===== src/rtl/psram_wait_pkg.sv =====
package psram_wait_pkg;
  typedef enum logic [1:0] {
    PH_IDLE     = 2'd0,
    PH_LATENCY  = 2'd1,
    PH_BEAT     = 2'd2,
    PH_ROWSTALL = 2'd3
  } phase_e;
endpackage


===== src/rtl/psram_rst_sync.sv =====
module psram_rst_sync #(
  parameter int STAGES = 2
) (
  input  logic clk,
  input  logic arst_n,
  output logic srst_n
);
  logic [STAGES-1:0] sync_q;

  always_ff @(posedge clk or negedge arst_n) begin
    if (!arst_n) sync_q <= '0;
    else         sync_q <= {sync_q[STAGES-2:0], 1'b1};
  end

  assign srst_n = sync_q[STAGES-1];
endmodule


===== src/rtl/psram_dwell_ctr.sv =====
module psram_dwell_ctr #(
  parameter int W = 2
) (
  input  logic         clk,
  input  logic         rst_n,
  input  logic         load,
  input  logic [W-1:0] load_val,
  input  logic         dec,
  output logic         expired
);
  logic [W-1:0] cnt_q, cnt_n;

  always_comb begin
    cnt_n = cnt_q;
    if (load)                     cnt_n = load_val;
    else if (dec && cnt_q != '0)  cnt_n = cnt_q - 1'b1;
  end

  always_ff @(posedge clk or negedge rst_n) begin
    if (!rst_n) cnt_q <= '0;
    else        cnt_q <= cnt_n;
  end

  assign expired = (cnt_q == '0);

  // the sequencer never asks for a count below zero
  p_no_underflow_r3: assert property (@(posedge clk) disable iff (!rst_n)
    (dec && !load) |-> !expired);
endmodule


===== src/rtl/psram_col_tracker.sv =====
module psram_col_tracker #(
  parameter int COL_BITS = 7
) (
  input  logic                clk,
  input  logic                rst_n,
  input  logic                load,
  input  logic [COL_BITS-1:0] load_col,
  input  logic                inc,
  output logic [COL_BITS-1:0] col,
  output logic                row_end
);
  logic [COL_BITS-1:0] col_q, col_n;

  always_comb begin
    col_n = col_q;
    if (load)     col_n = load_col;
    else if (inc) col_n = col_q + 1'b1;
  end

  always_ff @(posedge clk or negedge rst_n) begin
    if (!rst_n) col_q <= '0;
    else        col_q <= col_n;
  end

  assign col     = col_q;
  assign row_end = &col_q;

  // an advance moves exactly one column, wrapping at the row end
  p_col_step_r4: assert property (@(posedge clk) disable iff (!rst_n)
    (inc && !load) |=> (col_q == COL_BITS'($past(col_q) + 1'b1)));
endmodule


===== src/rtl/psram_wait_gen.sv =====
module psram_wait_gen
  import psram_wait_pkg::*;
#(
  parameter int LATENCY          = 3,
  parameter int COL_BITS         = 7,
  parameter int ROW_STALL        = 1,
  parameter bit WAIT_ACTIVE_HIGH = 1'b1
) (
  input  logic                clk,
  input  logic                rst_n,
  input  logic                cs_n,
  input  logic                addr_lat_n,
  input  logic                wr_en,
  input  logic [COL_BITS-1:0] addr_col,
  input  logic                cfg_sync_burst,
  input  logic                cfg_fixed_lat,
  input  logic                refresh_busy,
  output logic                stall_o,
  output logic                beat_vld_o,
  output logic [COL_BITS-1:0] beat_col_o
);
  localparam int CTR_MAX = (LATENCY > ROW_STALL) ? LATENCY : ROW_STALL;
  localparam int CTR_W   = $clog2(CTR_MAX + 1);
  localparam logic [CTR_W-1:0] LAT_LOAD   = CTR_W'(LATENCY - 1);
  localparam logic [CTR_W-1:0] STALL_LOAD = CTR_W'(ROW_STALL - 1);

  logic srst_n;
  phase_e phase_q, phase_n;
  logic stall_q, stall_n, vld_q, vld_n, coll_q, coll_n;
  logic ctr_load, ctr_dec, ctr_zero;
  logic [CTR_W-1:0] ctr_val;
  logic col_load, col_inc, row_end;
  logic [COL_BITS-1:0] col;

  psram_rst_sync #(.STAGES(2)) u_rst (
    .clk(clk), .arst_n(rst_n), .srst_n(srst_n)
  );

  psram_dwell_ctr #(.W(CTR_W)) u_dwell (
    .clk(clk), .rst_n(srst_n), .load(ctr_load), .load_val(ctr_val),
    .dec(ctr_dec), .expired(ctr_zero)
  );

  psram_col_tracker #(.COL_BITS(COL_BITS)) u_col (
    .clk(clk), .rst_n(srst_n), .load(col_load), .load_col(addr_col),
    .inc(col_inc), .col(col), .row_end(row_end)
  );

  always_comb begin
    phase_n  = phase_q;
    stall_n  = stall_q;
    vld_n    = 1'b0;
    coll_n   = coll_q;
    ctr_load = 1'b0;
    ctr_val  = LAT_LOAD;
    ctr_dec  = 1'b0;
    col_load = 1'b0;
    col_inc  = 1'b0;
    if (cs_n) begin
      phase_n = PH_IDLE;
      stall_n = 1'b0;
      coll_n  = 1'b0;
    end else if (!cfg_sync_burst) begin
      phase_n = PH_IDLE;
      stall_n = 1'b1;
      coll_n  = 1'b0;
    end else if (!addr_lat_n) begin
      phase_n  = PH_LATENCY;
      stall_n  = 1'b1;
      ctr_load = 1'b1;
      col_load = 1'b1;
      coll_n   = !cfg_fixed_lat && !wr_en && refresh_busy;
    end else begin
      case (phase_q)
        PH_IDLE: stall_n = 1'b0;
        PH_LATENCY: begin
          stall_n = 1'b1;
          if (!(coll_q && refresh_busy)) begin
            coll_n = 1'b0;
            if (ctr_zero) begin
              phase_n = PH_BEAT;
              stall_n = 1'b0;
              vld_n   = 1'b1;
            end else begin
              ctr_dec = 1'b1;
            end
          end
        end
        PH_BEAT: begin
          col_inc = 1'b1;
          if (row_end) begin
            phase_n  = PH_ROWSTALL;
            stall_n  = 1'b1;
            ctr_load = 1'b1;
            ctr_val  = STALL_LOAD;
          end else begin
            stall_n = 1'b0;
            vld_n   = 1'b1;
          end
        end
        PH_ROWSTALL: begin
          stall_n = 1'b1;
          if (ctr_zero) begin
            phase_n = PH_BEAT;
            stall_n = 1'b0;
            vld_n   = 1'b1;
          end else begin
            ctr_dec = 1'b1;
          end
        end
        default: phase_n = PH_IDLE;
      endcase
    end
  end

  always_ff @(posedge clk or negedge srst_n) begin
    if (!srst_n) begin
      phase_q <= PH_IDLE;
      stall_q <= 1'b0;
      vld_q   <= 1'b0;
      coll_q  <= 1'b0;
    end else begin
      phase_q <= phase_n;
      stall_q <= stall_n;
      vld_q   <= vld_n;
      coll_q  <= coll_n;
    end
  end

  assign stall_o    = WAIT_ACTIVE_HIGH ? stall_q : ~stall_q;
  assign beat_vld_o = vld_q;
  assign beat_col_o = col;

  // a strobe in burst mode raises the stall and suppresses beats
  p_start_stalls_r2: assert property (@(posedge clk) disable iff (!srst_n)
    (!cs_n && !addr_lat_n && cfg_sync_burst) |=> (stall_q && !vld_q));
  // a colliding read holds its latency while the refresh stays busy
  p_coll_hold_r5: assert property (@(posedge clk) disable iff (!srst_n)
    (phase_q == PH_LATENCY && coll_q && refresh_busy && !cs_n && addr_lat_n
     && cfg_sync_burst) |=> (phase_q == PH_LATENCY && stall_q));
  // fixed latency never records a collision
  p_fixed_no_coll_r6: assert property (@(posedge clk) disable iff (!srst_n)
    (!cs_n && !addr_lat_n && cfg_sync_burst && cfg_fixed_lat) |=> !coll_q);
  // the beat on the last column is followed by a stall and a wrap
  p_row_stall_r8: assert property (@(posedge clk) disable iff (!srst_n)
    (vld_q && row_end && !cs_n && addr_lat_n && cfg_sync_burst)
    |=> (stall_q && !vld_q && col == '0));
  // asynchronous operation never produces beats
  p_async_quiet_r9: assert property (@(posedge clk) disable iff (!srst_n)
    (!cs_n && !cfg_sync_burst) |=> (stall_q && !vld_q));
  // deselect releases the stall and idles
  p_deselect_idle_r10: assert property (@(posedge clk) disable iff (!srst_n)
    cs_n |=> (!stall_q && !vld_q && phase_q == PH_IDLE));
endmodule


===== config.mk =====
export PLATFORM = sky130hd
export DESIGN_NAME = psram_wait_gen
export DESIGN_NICKNAME = d
export VERILOG_FILES = /design/src/rtl/psram_wait_pkg.sv /design/src/rtl/psram_rst_sync.sv /design/src/rtl/psram_dwell_ctr.sv /design/src/rtl/psram_col_tracker.sv /design/src/rtl/psram_wait_gen.sv
export SDC_FILE = /design/constraint.sdc
export NUM_CORES = 1
export LEC_CHECK = 0
export BUFFER_PORTS_ARGS = -buffer_cell sky130_fd_sc_hd__buf_4
export CAP_MARGIN = 20
export CORE_AREA = 2 2 56 58
export CTS_CLUSTER_SIZE = 28
export DETAILED_ROUTE_END_ITERATION = 12
export DIE_AREA = 0 0 58 60
export PLACE_DENSITY_LB_ADDON = 0.12
export SYNTH_ARGS = -nofsm -noshare
export SYNTH_HDL_FRONTEND = slang
export SYNTH_SLANG_ARGS = --single-unit

===== constraint.sdc =====
create_clock -name clk -period 0.8 [get_ports clk]
set_input_delay 0.16 -clock clk [delete_from_list [all_inputs] [get_ports clk]]
set_output_delay 0.16 -clock clk [all_outputs]
set_load 0.02 [all_outputs]

==> metrics.yaml <==
dr.pass1.iters: 2
path_clk_slew_ps: 90
post-route-util: 0.572
fp.dieW_um: 58
finalCriticalPeriod_ps: 1510
overflow: 0
antenna_found_initial: 0
globalplace.congestion: 0.825
insertion_delay_ps: 280
diodes: 0
grt_max_degree: 15
cts.sinks: 16
stdcell_count: 191
holdPathEnd: "stall_o$_DFF_PN0_"
fmax_ghz: 0.664
crit_type: "flop to flop"
hold_class: "primary input to flop"
power.density_nw_per_um2: 1370
yosysTopAreaCell: "dfrtp_1"
layout-drive-gt1-share: 0.589
ir_drop_mv: 1.14
period_share: 1.88
clock_path_buffers: 2
fin_ws_ps: -706
syn-cell-area_um2: 947
synth_seq_area_share: 0.423
track_usage: 0.156
violations: "setup timing"
synthDistinctLibCells: 30
final_cell_mix: "buf_4 (40), buf_6 (19), dfrtp_1 (12)"
post-place-ws_ps: -726
cts_buffers: 3
skew_ps: 0.264
vias_per_cell: 4.51
start_util: 0.326
p_leak_nw: 0.751
ys_warn_count: 0
h-tree-depth: 1
io-pin-count: 24
nFillCells: 266
rows: 20
min_from: "cs_n"
detail-route-antenna-nets: 0
rr_endpoint: "phase_q[0]$_DFFE_PN0P_"
status: "finished, violations left"
start_kind: "flop"
path_common_cell: "buf_4"
synth_nets: 116
crit_fanout: 4
wl_um: 2290
crit_path_end_kind: "flop"
hold_viol: 0
worstRegToRegCells: 7
timing.rr.start: "phase_q[1]$_DFFE_PN0P_"
cap_violations: 0
cp.required_ps: 1010
cp_slowest_cell: "dfrtp_2"
place_hpwl_um: 1740
grt_pass1_wl_um: 4040
port_buffers: 23
root_buffer: "clkbuf_4"
placed_cells_incl_taps: 177
yosys-top-cells-area: "dfrtp_1 (42%), ha_1 (7.9%), xnor2_1 (4.6%)"
cpPeakStageDelay_ps: 440
grt_pass1_vias: 936
drc_errors: 0
drt_first_iter_violations: 17
vias: 862
syn_area_per_cell_um2: 9.97
power.total_mw: 2.28
setup-violations-final: 23
syn2layout_area_growth_pct: 75.3
yosysTopAreaCellShare: 0.423
drv_slew: 0
core_um2: 2900
syn_inst: 95
synth_seq_cells: 16
min_path_cells: 2
crit_chain: "buf_4, ha_4, buf_4, nand4_1, o22ai_2, a21oi_2, mux2i_1"
final_common_cell: "buf_4"
r2r_setup_slack_ps: -710
wl_per_cell_um: 12.0
die-area_um2: 3480
nets: 180
rsz0062_at_grt: "true"
cts_tree: "done"
fin_hold_ws_ps: 23.3
die_h_um: 60
crit_arrival_ps: 1710
## stage by stage
stage,cell area [um2],TNS [ps]
after detailed placement,1390,-8640
after floorplan,987,-6870
after global routing,1660,-12390
after CTS,1610,-10440
after global placement,1390,-7930
final,1660,-10910
## sequential cells by signal, summed over array words and instances (netlist names)
signal and cells:
u_rst.sync_q 2, beat_vld_o 1, stall_o 1, phase_q 2, u_col.col 7, u_dwell.cnt_q 2
coll_q 1
## where the power goes
group | leakage [nW] | internal [mW] | switching [mW]
logic | 0.541 | 0.511 | 0.352
clock network | 0.0150 | 0.194 | 0.259
registers | 0.195 | 0.890 | 0.0728
## critical path, delay by kind of cell, from the launching register on
kind,cells,cell delay [ps]
AOI/OAI and AO/OA,2,230
adders and majority gates,1,160
buffers and inverters,2,290
DFF,1,440
muxes,1,200
and+or+nand+nor,1,100
## timing repair
| item | CTS | global route |
|---|---|---|
| pin swaps | 14 | 5 |
| setup endpoints to repair | 23 | 23 |
| setup buffers | 6 | 6 |
| hold endpoints to repair | 2 | 0 |
| hold buffers | 1 | 0 |
| gates resized for setup | 37 | 5 |
## routing by layer
metal	vias to the layer above	track usage	share of wire
met5	-	0	0
met4	0	0.0698	0.0083
met3	2	0.0238	0.031
met2	13	0.273	0.52
met1	399	0.190	0.44
li1	448	-	-
## how the worst max path moves through the flow
stage / start / end / slack (ps)
after floorplan: phase_q[1]$_DFFE_PN0P_ / u_dwell.cnt_q[1]$_DFFE_PN0P_ / -650
after global placement: phase_q[1]$_DFFE_PN0P_ / u_dwell.cnt_q[1]$_DFFE_PN0P_ / -710
after detailed placement: phase_q[1]$_DFFE_PN0P_ / u_dwell.cnt_q[1]$_DFFE_PN0P_ / -730
after CTS: phase_q[1]$_DFFE_PN0P_ / u_dwell.cnt_q[1]$_DFFE_PN0P_ / -720
after global routing: phase_q[1]$_DFFE_PN0P_ / phase_q[0]$_DFFE_PN0P_ / -790
final: phase_q[1]$_DFFE_PN0P_ / phase_q[0]$_DFFE_PN0P_ / -710
## cells in the mapped netlist
master,number
mux2i_1,2
dfrtp_1,16
and2b_1,1
o22ai_1,1
nand2_1,11
nand3b_2,1
nor3_2,3
inv_1,7
o2111ai_4,1
xnor2_1,5
mux2_4,1
buf_6,2
xor2_1,2
conb_1,1
nand3_2,1
a211oi_1,1
nor2_1,7
nand4_1,1
o21bai_2,1
a21oi_1,4
and2b_4,1
or3_1,1
o21ai_1,4
ha_1,6
a21boi_2,1
o21a_1,1
a31oi_1,1
o21bai_1,1
o21ai_0,6
nand3_1,4
## final cells by class
cell class / count / area [um2] / share of cell area
timing repair buffer: 61 / 544 / 0.328
inverter: 7 / 26.3 / 0.0158
sequential: 16 / 405 / 0.244
tap: 33 / 41.3 / 0.0249
multi-input combinational: 70 / 617 / 0.372
clock buffer: 4 / 26.3 / 0.0158
## cells by family after synthesis
| kind of cell | share of synthesized area |
|---|---|
| and+or+nand+nor | 0.178 |
| AOI/OAI and AO/OA | 0.163 |
| DFF | 0.423 |
| buffers and inverters | 0.0515 |
| xor gates and xnor gates | 0.0647 |
| adders and majority gates | 0.0793 |
| muxes | 0.0370 |
| other | 0.00396 |
No activity file was read; power rests on OpenSTA's default activity.
